**config.mk**
```make
export PLATFORM = sky130hd
export DESIGN_NAME = i2cw_slave
export DESIGN_NICKNAME = d
export VERILOG_FILES = /design/src/rtl/i2cw_pkg.sv /design/src/rtl/i2cw_sync.sv /design/src/rtl/i2cw_engine.sv /design/src/rtl/i2cw_regbank.sv /design/src/rtl/i2cw_slave.sv
export SDC_FILE = /design/constraint.sdc
export NUM_CORES = 1
export LEC_CHECK = 0
export BUFFER_PORTS_ARGS = -buffer_cell sky130_fd_sc_hd__buf_2
export CAP_MARGIN = 20
export CORE_ASPECT_RATIO = 1.5
export CORE_MARGIN = 2
export CORE_UTILIZATION = 60
export CTS_BUF_LIST = sky130_fd_sc_hd__clkbuf_2
export DETAILED_ROUTE_END_ITERATION = 8
export PLACE_DENSITY_LB_ADDON = 0.15
export SLEW_MARGIN = 20
export SYNTH_ARGS = -nofsm -noshare
export SYNTH_HDL_FRONTEND = slang
export SYNTH_HIERARCHICAL = 1
export SYNTH_SLANG_ARGS = --single-unit
export TNS_END_PERCENT = 100
```
**constraint.sdc**
```tcl
create_clock -name clk -period 2.1 [get_ports clk]
set_clock_uncertainty 0.1 [all_clocks]
set_input_delay 0.315 -clock clk [delete_from_list [all_inputs] [get_ports clk]]
set_output_delay 0.315 -clock clk [all_outputs]
set_load 0.05 [all_outputs]
```
**src/rtl/i2cw_pkg.sv**
```systemverilog
package i2cw_pkg;
  typedef enum logic [1:0] {PH_IDLE, PH_ADDR, PH_SUB, PH_DATA} phase_t;
  typedef enum logic [1:0] {AK_NONE, AK_WAIT, AK_DRIVE} ack_t;
endpackage

```
**src/rtl/i2cw_sync.sv**
```systemverilog
module i2cw_sync #(
  parameter int STAGES = 2
) (
  input  logic clk,
  input  logic rst_n,
  input  logic scl_i,
  input  logic sda_i,
  output logic scl_s,
  output logic sda_s,
  output logic scl_rise,
  output logic scl_fall,
  output logic start_det,
  output logic stop_det
);
  logic [STAGES-1:0] scl_q, sda_q;
  logic scl_p, sda_p;

  always_ff @(posedge clk) begin
    if (!rst_n) begin
      scl_q <= '1;
      sda_q <= '1;
      scl_p <= 1'b1;
      sda_p <= 1'b1;
    end else begin
      scl_q <= {scl_q[STAGES-2:0], scl_i};
      sda_q <= {sda_q[STAGES-2:0], sda_i};
      scl_p <= scl_q[STAGES-1];
      sda_p <= sda_q[STAGES-1];
    end
  end

  assign scl_s     = scl_q[STAGES-1];
  assign sda_s     = sda_q[STAGES-1];
  assign scl_rise  = scl_s & ~scl_p;
  assign scl_fall  = ~scl_s & scl_p;
  assign start_det = scl_s & scl_p & sda_p & ~sda_s;
  assign stop_det  = scl_s & scl_p & ~sda_p & sda_s;
endmodule

```
**src/rtl/i2cw_engine.sv**
```systemverilog
module i2cw_engine
  import i2cw_pkg::*;
#(
  parameter int          DW     = 8,
  parameter int          PW     = 5,
  parameter int          NREG   = 20,
  parameter logic [DW-3:0] DEV_HI = 6'b001000
) (
  input  logic          clk,
  input  logic          rst_n,
  input  logic          scl_s,
  input  logic          sda_s,
  input  logic          scl_rise,
  input  logic          scl_fall,
  input  logic          start_det,
  input  logic          stop_det,
  input  logic          strap_i,
  output logic          sda_pull_o,
  output logic          wr_en_o,
  output logic [PW-1:0] wr_addr_o,
  output logic [DW-1:0] wr_data_o
);
  localparam int BW = $clog2(DW);
  localparam logic [BW-1:0] LASTBIT = BW'(DW - 1);
  localparam logic [PW-1:0] LASTP   = PW'(NREG - 1);

  phase_t          phase;
  ack_t            ack;
  logic [BW-1:0]   bitcnt;
  logic [DW-2:0]   shreg;
  logic [PW-1:0]   ptr;
  logic            ptr_ok;
  logic [DW-1:0]   full_byte;

  assign full_byte = {shreg, sda_s};

  always_ff @(posedge clk) begin
    if (!rst_n) begin
      phase      <= PH_IDLE;
      ack        <= AK_NONE;
      bitcnt     <= '0;
      shreg      <= '0;
      ptr        <= '0;
      ptr_ok     <= 1'b0;
      sda_pull_o <= 1'b0;
      wr_en_o    <= 1'b0;
      wr_addr_o  <= '0;
      wr_data_o  <= '0;
    end else begin
      wr_en_o <= 1'b0;
      if (start_det) begin
        phase      <= PH_ADDR;
        ack        <= AK_NONE;
        bitcnt     <= '0;
        sda_pull_o <= 1'b0;
      end else if (stop_det) begin
        phase      <= PH_IDLE;
        ack        <= AK_NONE;
        sda_pull_o <= 1'b0;
      end else if (ack == AK_WAIT && scl_fall) begin
        ack        <= AK_DRIVE;
        sda_pull_o <= 1'b1;
      end else if (ack == AK_DRIVE && scl_fall) begin
        ack        <= AK_NONE;
        sda_pull_o <= 1'b0;
      end else if (scl_rise && ack == AK_NONE && phase != PH_IDLE) begin
        shreg  <= full_byte[DW-2:0];
        bitcnt <= (bitcnt == LASTBIT) ? '0 : bitcnt + 1'b1;
        if (bitcnt == LASTBIT) begin
          case (phase)
            PH_ADDR: begin
              if (full_byte[DW-1:1] == {DEV_HI, strap_i} && !full_byte[0]) begin
                ack   <= AK_WAIT;
                phase <= PH_SUB;
              end else begin
                phase <= PH_IDLE;
              end
            end
            PH_SUB: begin
              ptr    <= full_byte[PW-1:0];
              ptr_ok <= (full_byte[DW-1:PW] == '0) && (full_byte[PW-1:0] <= LASTP);
              ack    <= AK_WAIT;
              phase  <= PH_DATA;
            end
            PH_DATA: begin
              ack <= AK_WAIT;
              if (ptr_ok) begin
                wr_en_o   <= 1'b1;
                wr_addr_o <= ptr;
                wr_data_o <= full_byte;
                ptr       <= (ptr == LASTP) ? '0 : ptr + 1'b1;
              end
            end
            default: ;
          endcase
        end
      end
    end
  end

  AST_ACK_RISE_SCL_LOW: assert property (@(posedge clk) disable iff (!rst_n)
    $rose(sda_pull_o) |-> !scl_s);
  AST_STOP_RELEASES: assert property (@(posedge clk) disable iff (!rst_n)
    stop_det |=> !sda_pull_o);
  AST_WR_IN_RANGE: assert property (@(posedge clk) disable iff (!rst_n)
    wr_en_o |-> wr_addr_o <= LASTP);
  AST_PTR_WRAP: assert property (@(posedge clk) disable iff (!rst_n)
    (wr_en_o && wr_addr_o == LASTP) |-> ptr == '0);
  AST_PTR_STEP: assert property (@(posedge clk) disable iff (!rst_n)
    (wr_en_o && wr_addr_o != LASTP) |-> ptr == PW'(wr_addr_o + 1'b1));
endmodule

```
**src/rtl/i2cw_regbank.sv**
```systemverilog
module i2cw_regbank #(
  parameter int DW   = 8,
  parameter int PW   = 5,
  parameter int NREG = 20
) (
  input  logic          clk,
  input  logic          rst_n,
  input  logic          wr_en_i,
  input  logic [PW-1:0] wr_addr_i,
  input  logic [DW-1:0] wr_data_i,
  input  logic [PW-1:0] rd_addr_i,
  output logic [DW-1:0] rd_data_o
);
  localparam logic [PW-1:0] LASTP = PW'(NREG - 1);

  logic [DW-1:0] regs [NREG];

  for (genvar g = 0; g < NREG; g++) begin : g_reg
    always_ff @(posedge clk) begin
      if (!rst_n) regs[g] <= '0;
      else if (wr_en_i && wr_addr_i == PW'(g)) regs[g] <= wr_data_i;
    end
  end

  assign rd_data_o = (rd_addr_i <= LASTP) ? regs[rd_addr_i] : '0;

  AST_WRITE_LANDS: assert property (@(posedge clk) disable iff (!rst_n)
    (wr_en_i && wr_addr_i <= LASTP) |=> regs[$past(wr_addr_i)] == $past(wr_data_i));
endmodule

```
**src/rtl/i2cw_slave.sv**
```systemverilog
module i2cw_slave #(
  parameter int DW          = 8,
  parameter int PW          = 5,
  parameter int NREG        = 20,
  parameter int SYNC_STAGES = 2,
  parameter logic [DW-3:0] DEV_HI = 6'b001000
) (
  input  logic          clk,
  input  logic          rst_n,
  input  logic          scl_i,
  input  logic          sda_i,
  input  logic          strap_i,
  output logic          sda_pull_o,
  input  logic [PW-1:0] reg_sel_i,
  output logic [DW-1:0] reg_val_o
);
  logic scl_s, sda_s, scl_rise, scl_fall, start_det, stop_det;
  logic          wr_en;
  logic [PW-1:0] wr_addr;
  logic [DW-1:0] wr_data;

  i2cw_sync #(.STAGES(SYNC_STAGES)) u_sync (
    .clk(clk), .rst_n(rst_n), .scl_i(scl_i), .sda_i(sda_i),
    .scl_s(scl_s), .sda_s(sda_s), .scl_rise(scl_rise), .scl_fall(scl_fall),
    .start_det(start_det), .stop_det(stop_det)
  );

  i2cw_engine #(.DW(DW), .PW(PW), .NREG(NREG), .DEV_HI(DEV_HI)) u_engine (
    .clk(clk), .rst_n(rst_n), .scl_s(scl_s), .sda_s(sda_s),
    .scl_rise(scl_rise), .scl_fall(scl_fall),
    .start_det(start_det), .stop_det(stop_det), .strap_i(strap_i),
    .sda_pull_o(sda_pull_o), .wr_en_o(wr_en), .wr_addr_o(wr_addr), .wr_data_o(wr_data)
  );

  i2cw_regbank #(.DW(DW), .PW(PW), .NREG(NREG)) u_regs (
    .clk(clk), .rst_n(rst_n), .wr_en_i(wr_en), .wr_addr_i(wr_addr), .wr_data_i(wr_data),
    .rd_addr_i(reg_sel_i), .rd_data_o(reg_val_o)
  );
endmodule

```
# --- Word-level counts from Yosys, hierarchy flattened ---
# Memory sizes are Yosys's and may differ from the RTL's.
# Index checks and enable logic that the tools add are counted.
op_classes:
  reduce_logical: 55
  eq_ne: 32
  bitwise: 39
  n_addsub: 2
  n_lt_le_gt_ge: 2
  muxes: 103
op_table:
  columns: ["cell", "count"]
  rows:
  - ["two-way mux 8 bit", 21]
  - ["two-way mux 1 bit", 70]
  - ["== test 5 x 4 -> 1 bit, second input constant", 8]
  - ["logical AND 1 bit", 26]
  - ["== test 5 bit, second input constant", 5]
  - ["== test 5 x 3 -> 1 bit, second input constant", 4]
  - ["bitwise OR 1 bit", 20]
  - ["AND reduction 8 bit", 2]
  - ["AND reduction 5 bit", 3]
  - ["two-way mux 2 bit", 6]
  - ["inverter 1 bit", 12]
  - ["AND reduction 4 bit", 3]
  - ["nonzero test 3 bit", 4]
  - ["== test 5 x 2 -> 1 bit, second input constant", 2]
  - ["<= comparator 5 bit, second input constant", 2]
  - ["two-way mux 5 bit", 2]
  - ["case mux 5 bit (2 select lines)", 1]
  - ["nonzero test 2 bit", 5]
  - ["case mux 2 bit (2 select lines)", 2]
  - ["nonzero test 4 bit", 2]
  - ["OR reduction 8 bit", 1]
  - ["bitwise AND 1 bit", 7]
  - ["== test 7 x 5 -> 1 bit", 1]
  - ["AND reduction 7 bit", 1]
  - ["17 further kinds", 23]
word_totals:
  reg_bits: 41
  n_memories: 1
  output_inout_bits: 9
  in_bits: 10
  mem_bits_rw: 160
memory_table:
  columns: ["name", "depth", "width", "read_ports", "rd_ports_with_merged_regs", "wr", "line_no", "source"]
  rows:
  - ["u_regs.regs", 20, 8, 1, 0, 20, "i2cw_regbank.sv:16", "logic [DW-1:0] regs [NREG];"]

# --- Longest topological paths before layout ---
logic_depth:
  ltp_word: 10
  ltp_mapped: 7

# --- Cells and area by module ---
# Netlist, hierarchy kept.
by_module_without_submodules:
  columns: ["mod", "cells_per_inst", "n_inst", "area_each_um2", "seq_area_each_um2"]
  rows:
  - ["i2cw_regbank", 518, 1, 7572.3, 4804.6]
  - ["i2cw_engine", 173, 1, 1617.8, 700.7]
  - ["i2cw_sync", 16, 1, 190.2, 120.1]

# --- Worst setup path before layout ---
# OpenSTA, ideal clock, no wires.
synth_timing:
  path_kind: "in2out"
  start: "input port reg_sel_i[1]"
  end: "output port reg_val_o[5]"
  cell_stages: 6
  path_slack_ps: -310
  path_buffers: 2
  arrival_time_ps: 1995
  required_ps: 1685
  cell_sequence: "buf_2 or3b_1 clkbuf_1 o22ai_1 a211oi_1 a22oi_1"
synth_via:
  elab_chain_cells: 2
  elab_cells_between_ends: 3
  cone_classes: "1 x order compare; 1 x mux; 1 x memory"
synth_rtl:
  columns: ["element", "line_no", "source"]
  rows:
  - ["start, declared", "i2cw_slave.sv:14", "input logic [PW-1:0] reg_sel_i,"]
  - ["memory read (20 x 8 bit) or <= comparator 5 bit (tied branches)", null, null]
  - ["two-way mux 8 bit *", "i2cw_regbank.sv:25", "assign rd_data_o = (rd_addr_i <= LASTP) ? regs[rd_addr_i] : '0;"]
  - ["end, declared", "i2cw_slave.sv:15", "output logic [DW-1:0] reg_val_o"]
# Every way passes the cells marked *; elsewhere a longest branch is shown, timed or not.

# --- Final worst setup path ---
layout_timing:
  start: "memory u_regs.regs[12][4]"
  end: "output port reg_val_o[4]"
layout_via:
  elab_chain_cells: 2
layout_rtl:
  columns: ["element", "line_no"]
  rows:
  - ["start, declared", "i2cw_regbank.sv:16"]
  - ["memory read (20 x 8 bit)", null]
  - ["two-way mux 8 bit", "i2cw_regbank.sv:25"]
# No other way between the ends.

==> flow_metrics.env <==
export IMPL_dieHeight_um=157
export IMPL_cp_slowest_cell="mux4_2"
export IMPL_syn_cell_area_um2=9380
export IMPL_synthMuxAreaShare=0.123
export IMPL_power_leakage_nw=4.09
export IMPL_synth_simple_area_share=0.180
export IMPL_dp_hpwl_mm=15.3
export IMPL_core_area_um2=15500
export IMPL_root_buffer="clkbuf_2"
export IMPL_drc_errors=0
export IMPL_ant_nets=0
export IMPL_cp_num_cells=4
export IMPL_final_common_cell="and2_1"
export IMPL_slew_headroom=0.479
export IMPL_worstHoldEndpoint="u_engine/ack[0]"
export IMPL_synthToLayoutAreaGrowth_pct=12.9
export IMPL_cap_violations=0
export IMPL_die_area_um2=16700
export IMPL_grt_pass1_wl_mm=33.6
export IMPL_clk_pin_slew_worst_paths_ps=120
export IMPL_synth_adder_area_share=0.00934
export IMPL_rr_endpoint="u_engine/shreg[4]"
export IMPL_ios=19
export IMPL_synth_compound_area_frac=0.0562
export IMPL_pre_cts_slack_ps=-335
export IMPL_r2r_start="u_engine/phase[0]"
export IMPL_critPathLaunchType="flip-flop"
export IMPL_drive_above_1_share=0.254
export IMPL_grt_max_degree=22
export IMPL_path_buf_inv=1
export IMPL_power_density_nw_per_um2=694
export IMPL_rsz0062_at_grt="true"
export IMPL_layout_common_cells="and2_1 (161), edfxtp_1 (160), clkbuf_2 (66)"
export IMPL_setup_ws_ps=-554
export IMPL_grt_ovfl_total=0
export IMPL_ys_ff_latch=201
export IMPL_yosysTopAreaCell="edfxtp_1"
export IMPL_grt_pass1_vias=6258
export IMPL_nNetsFinal=812
export IMPL_violations="negative setup slack"
export IMPL_synth_xor_area_frac=0.00187
export IMPL_io_buffer_count=18
export IMPL_status="finished with violations"
export IMPL_fp_row_count=56
export IMPL_netlist_top_cells_area="edfxtp_1 (51%), and2_1 (11%), dfxtp_1 (8.8%)"
export IMPL_required_ps=1680
export IMPL_synth_top_family_by_area="simple AND/OR/NAND/NOR gates"
export IMPL_r2r_cells=7
export IMPL_synth_edff_count=160
export IMPL_synth_cells=707
export IMPL_tightest_slew_ps=781
export IMPL_critical_path_max_stage_delay_ps=460
export IMPL_numCtsBuffers=44
export IMPL_min_period_over_period=1.26
export IMPL_dr_pass1_iters=6
export IMPL_holdPathStages=5
export IMPL_die_w_um=106
export IMPL_final_util=0.684
export IMPL_synth_distinct_cells=55
export IMPL_drt_wirelength_per_cell_um=21.1
export IMPL_vias_per_cell=5.92
export IMPL_crit_path_max_fanout=1
export IMPL_crit_arrival_ps=2240
export IMPL_min_path_type="input port to flip-flop"
export IMPL_htree_levels=2
export IMPL_setup_viol=8
export IMPL_syn_nets=724
export IMPL_antenna_found_initial=1
export IMPL_cp_end_kind="output pin"
export IMPL_report_final_slew_viol_count=0
export IMPL_initial_core_util=0.606
export IMPL_worstSetupPathType="flip-flop to output pin"
export IMPL_insertion_delay_ps=690
export IMPL_clk_path_buf_depth=3
export IMPL_fin_crit_ps=2650
export IMPL_cts_sinks=201
export IMPL_track_usage=0.269
export IMPL_async_flop_share=0
export IMPL_wirelength_mm=21.7
export IMPL_path_cells="mux4_2, a211oi_1, a22oi_1, buf_4"
export IMPL_vdd_drop_max_mv=0.471
export IMPL_cp_top_family="multiplexers"
export IMPL_drt_iter0_drc=453
export IMPL_syn_avg_cell_area_um2=13.3
export IMPL_netlist_area_leader_share=0.512
export IMPL_ys_seq_area_frac=0.600
export IMPL_cts_tree="built"
export IMPL_min_from="strap_i"
export IMPL_max_freq_mhz=377
export IMPL_routed_via_count=6098
export IMPL_hold_viol_final=0
export IMPL_synthFlopType="edfxtp_1"
export IMPL_gp_congestion=0.915
export IMPL_ff2ff_setup_slack_ps=70
export IMPL_yosysWarnings=6
[kinds of logic after synthesis]
logic type | Yosys count
and+or+nand+nor | 290
DFF | 201
AOI/OAI and AO/OA | 83
buffers and inverters | 51
xor gates and xnor gates | 2
adders and majority gates | 7
muxes | 73
[synthesized netlist by cell type (2+ instances only)]
library cell,count
a211oi_1,8
a21oi_1,11
a22oi_1,14
a311oi_1,2
a31oi_1,2
and2_1,161
and4b_1,2
buf_2,3
buf_4,4
buf_6,4
clkbuf_1,28
dfxtp_1,41
edfxtp_1,160
ha_1,7
inv_1,8
mux2_2,2
mux2i_1,41
mux4_1,12
mux4_2,18
nand2_1,18
nand2b_1,12
nand3_1,10
nand3b_1,12
nand4_1,3
nor2_1,51
nor2b_1,5
nor3_1,2
nor3b_1,2
o211ai_1,3
o21ai_0,28
o22ai_1,7
o311ai_0,2
or2_2,2
[flip-flops by register name, indices dropped and copies added, names as in the netlist]
signal               cells
u_sync/scl_p             1
u_engine/wr_en_o         1
u_sync/sda_q             2
u_engine/ptr_ok          1
u_engine/wr_data_o       8
u_engine/ack             2
u_regs/regs            160
u_engine/shreg           7
u_engine/phase           2
u_engine/sda_pull_o      1
u_engine/bitcnt          3
u_sync/sda_p             1
u_engine/wr_addr_o       5
u_engine/ptr             5
u_sync/scl_q             2
[worst min-delay path, stage by stage]
cell     delay (ps)
buf_2            80
xnor2_1          60
nand4_1         140
a21oi_1          90
o21a_1          160
[final cells by class]
class	instances	area, um^2
repair buffers	85	683
flip-flops and latches	201	5630
inverters	8	30.0
multi-input cells	455	3590
clock inverters	11	71.3
fillers	1116	4890
clock buffers	66	330
well taps	203	254
diodes	1	2.50
[stage by stage]
step | setup TNS (ps) | std cells | total power [mW] | hold WS (ps) | instance area (um^2)
detailed placement | -2280 | 945 | 5.00 | 293 | 9980
global placement | -2030 | 945 | 4.99 | 298 | 9980
finish | -3980 | 1030 | 7.36 | 106 | 10600
global route | -4650 | 1030 | 7.62 | 65.5 | 10600
floorplan | -1590 | 707 | 4.82 | 286 | 9410
CTS | -4240 | 1027 | 7.41 | 44.2 | 10500
[repair_timing]
action | in CTS | in global routing
pin swaps | 9 | 4
gates cloned | 0 | 0
setup endpoints to repair | 10 | 28
hold buffers | 5 | 0
endpoints found under the hold margin | 9 | 0
setup buffers | 0 | 2
resized for setup | 29 | 19
[where the power goes]
group	internal [mW]	switching (mW)
registers	4.38	0.0410
logic	0.233	0.317
clock network	0.954	1.43
total	5.57	1.79
[worst max-delay path by stage]
stage                             startpoint      endpoint  slack [ps]
final                     u_regs/regs[12][4]  reg_val_o[4]        -550
after global routing      u_regs/regs[12][4]  reg_val_o[4]        -610
after detailed placement        reg_sel_i[0]  reg_val_o[2]        -330
after global placement          reg_sel_i[0]  reg_val_o[3]        -320
after floorplan                 reg_sel_i[1]  reg_val_o[0]        -260
after CTS                 u_regs/regs[12][2]  reg_val_o[2]        -560
[metal layers]
| metal | GRT usage | vias to the layer above | share of wire |
|---|---|---|---|
| met1 | 0.291 | 3016 | 0.36 |
| met4 | 0.148 | 0 | 0.044 |
| met5 | 0 | - | 0 |
| li1 | - | 2790 | - |
| met3 | 0.0360 | 60 | 0.044 |
| met2 | 0.503 | 232 | 0.55 |
Note: power is estimated with default switching activity, not from simulation.
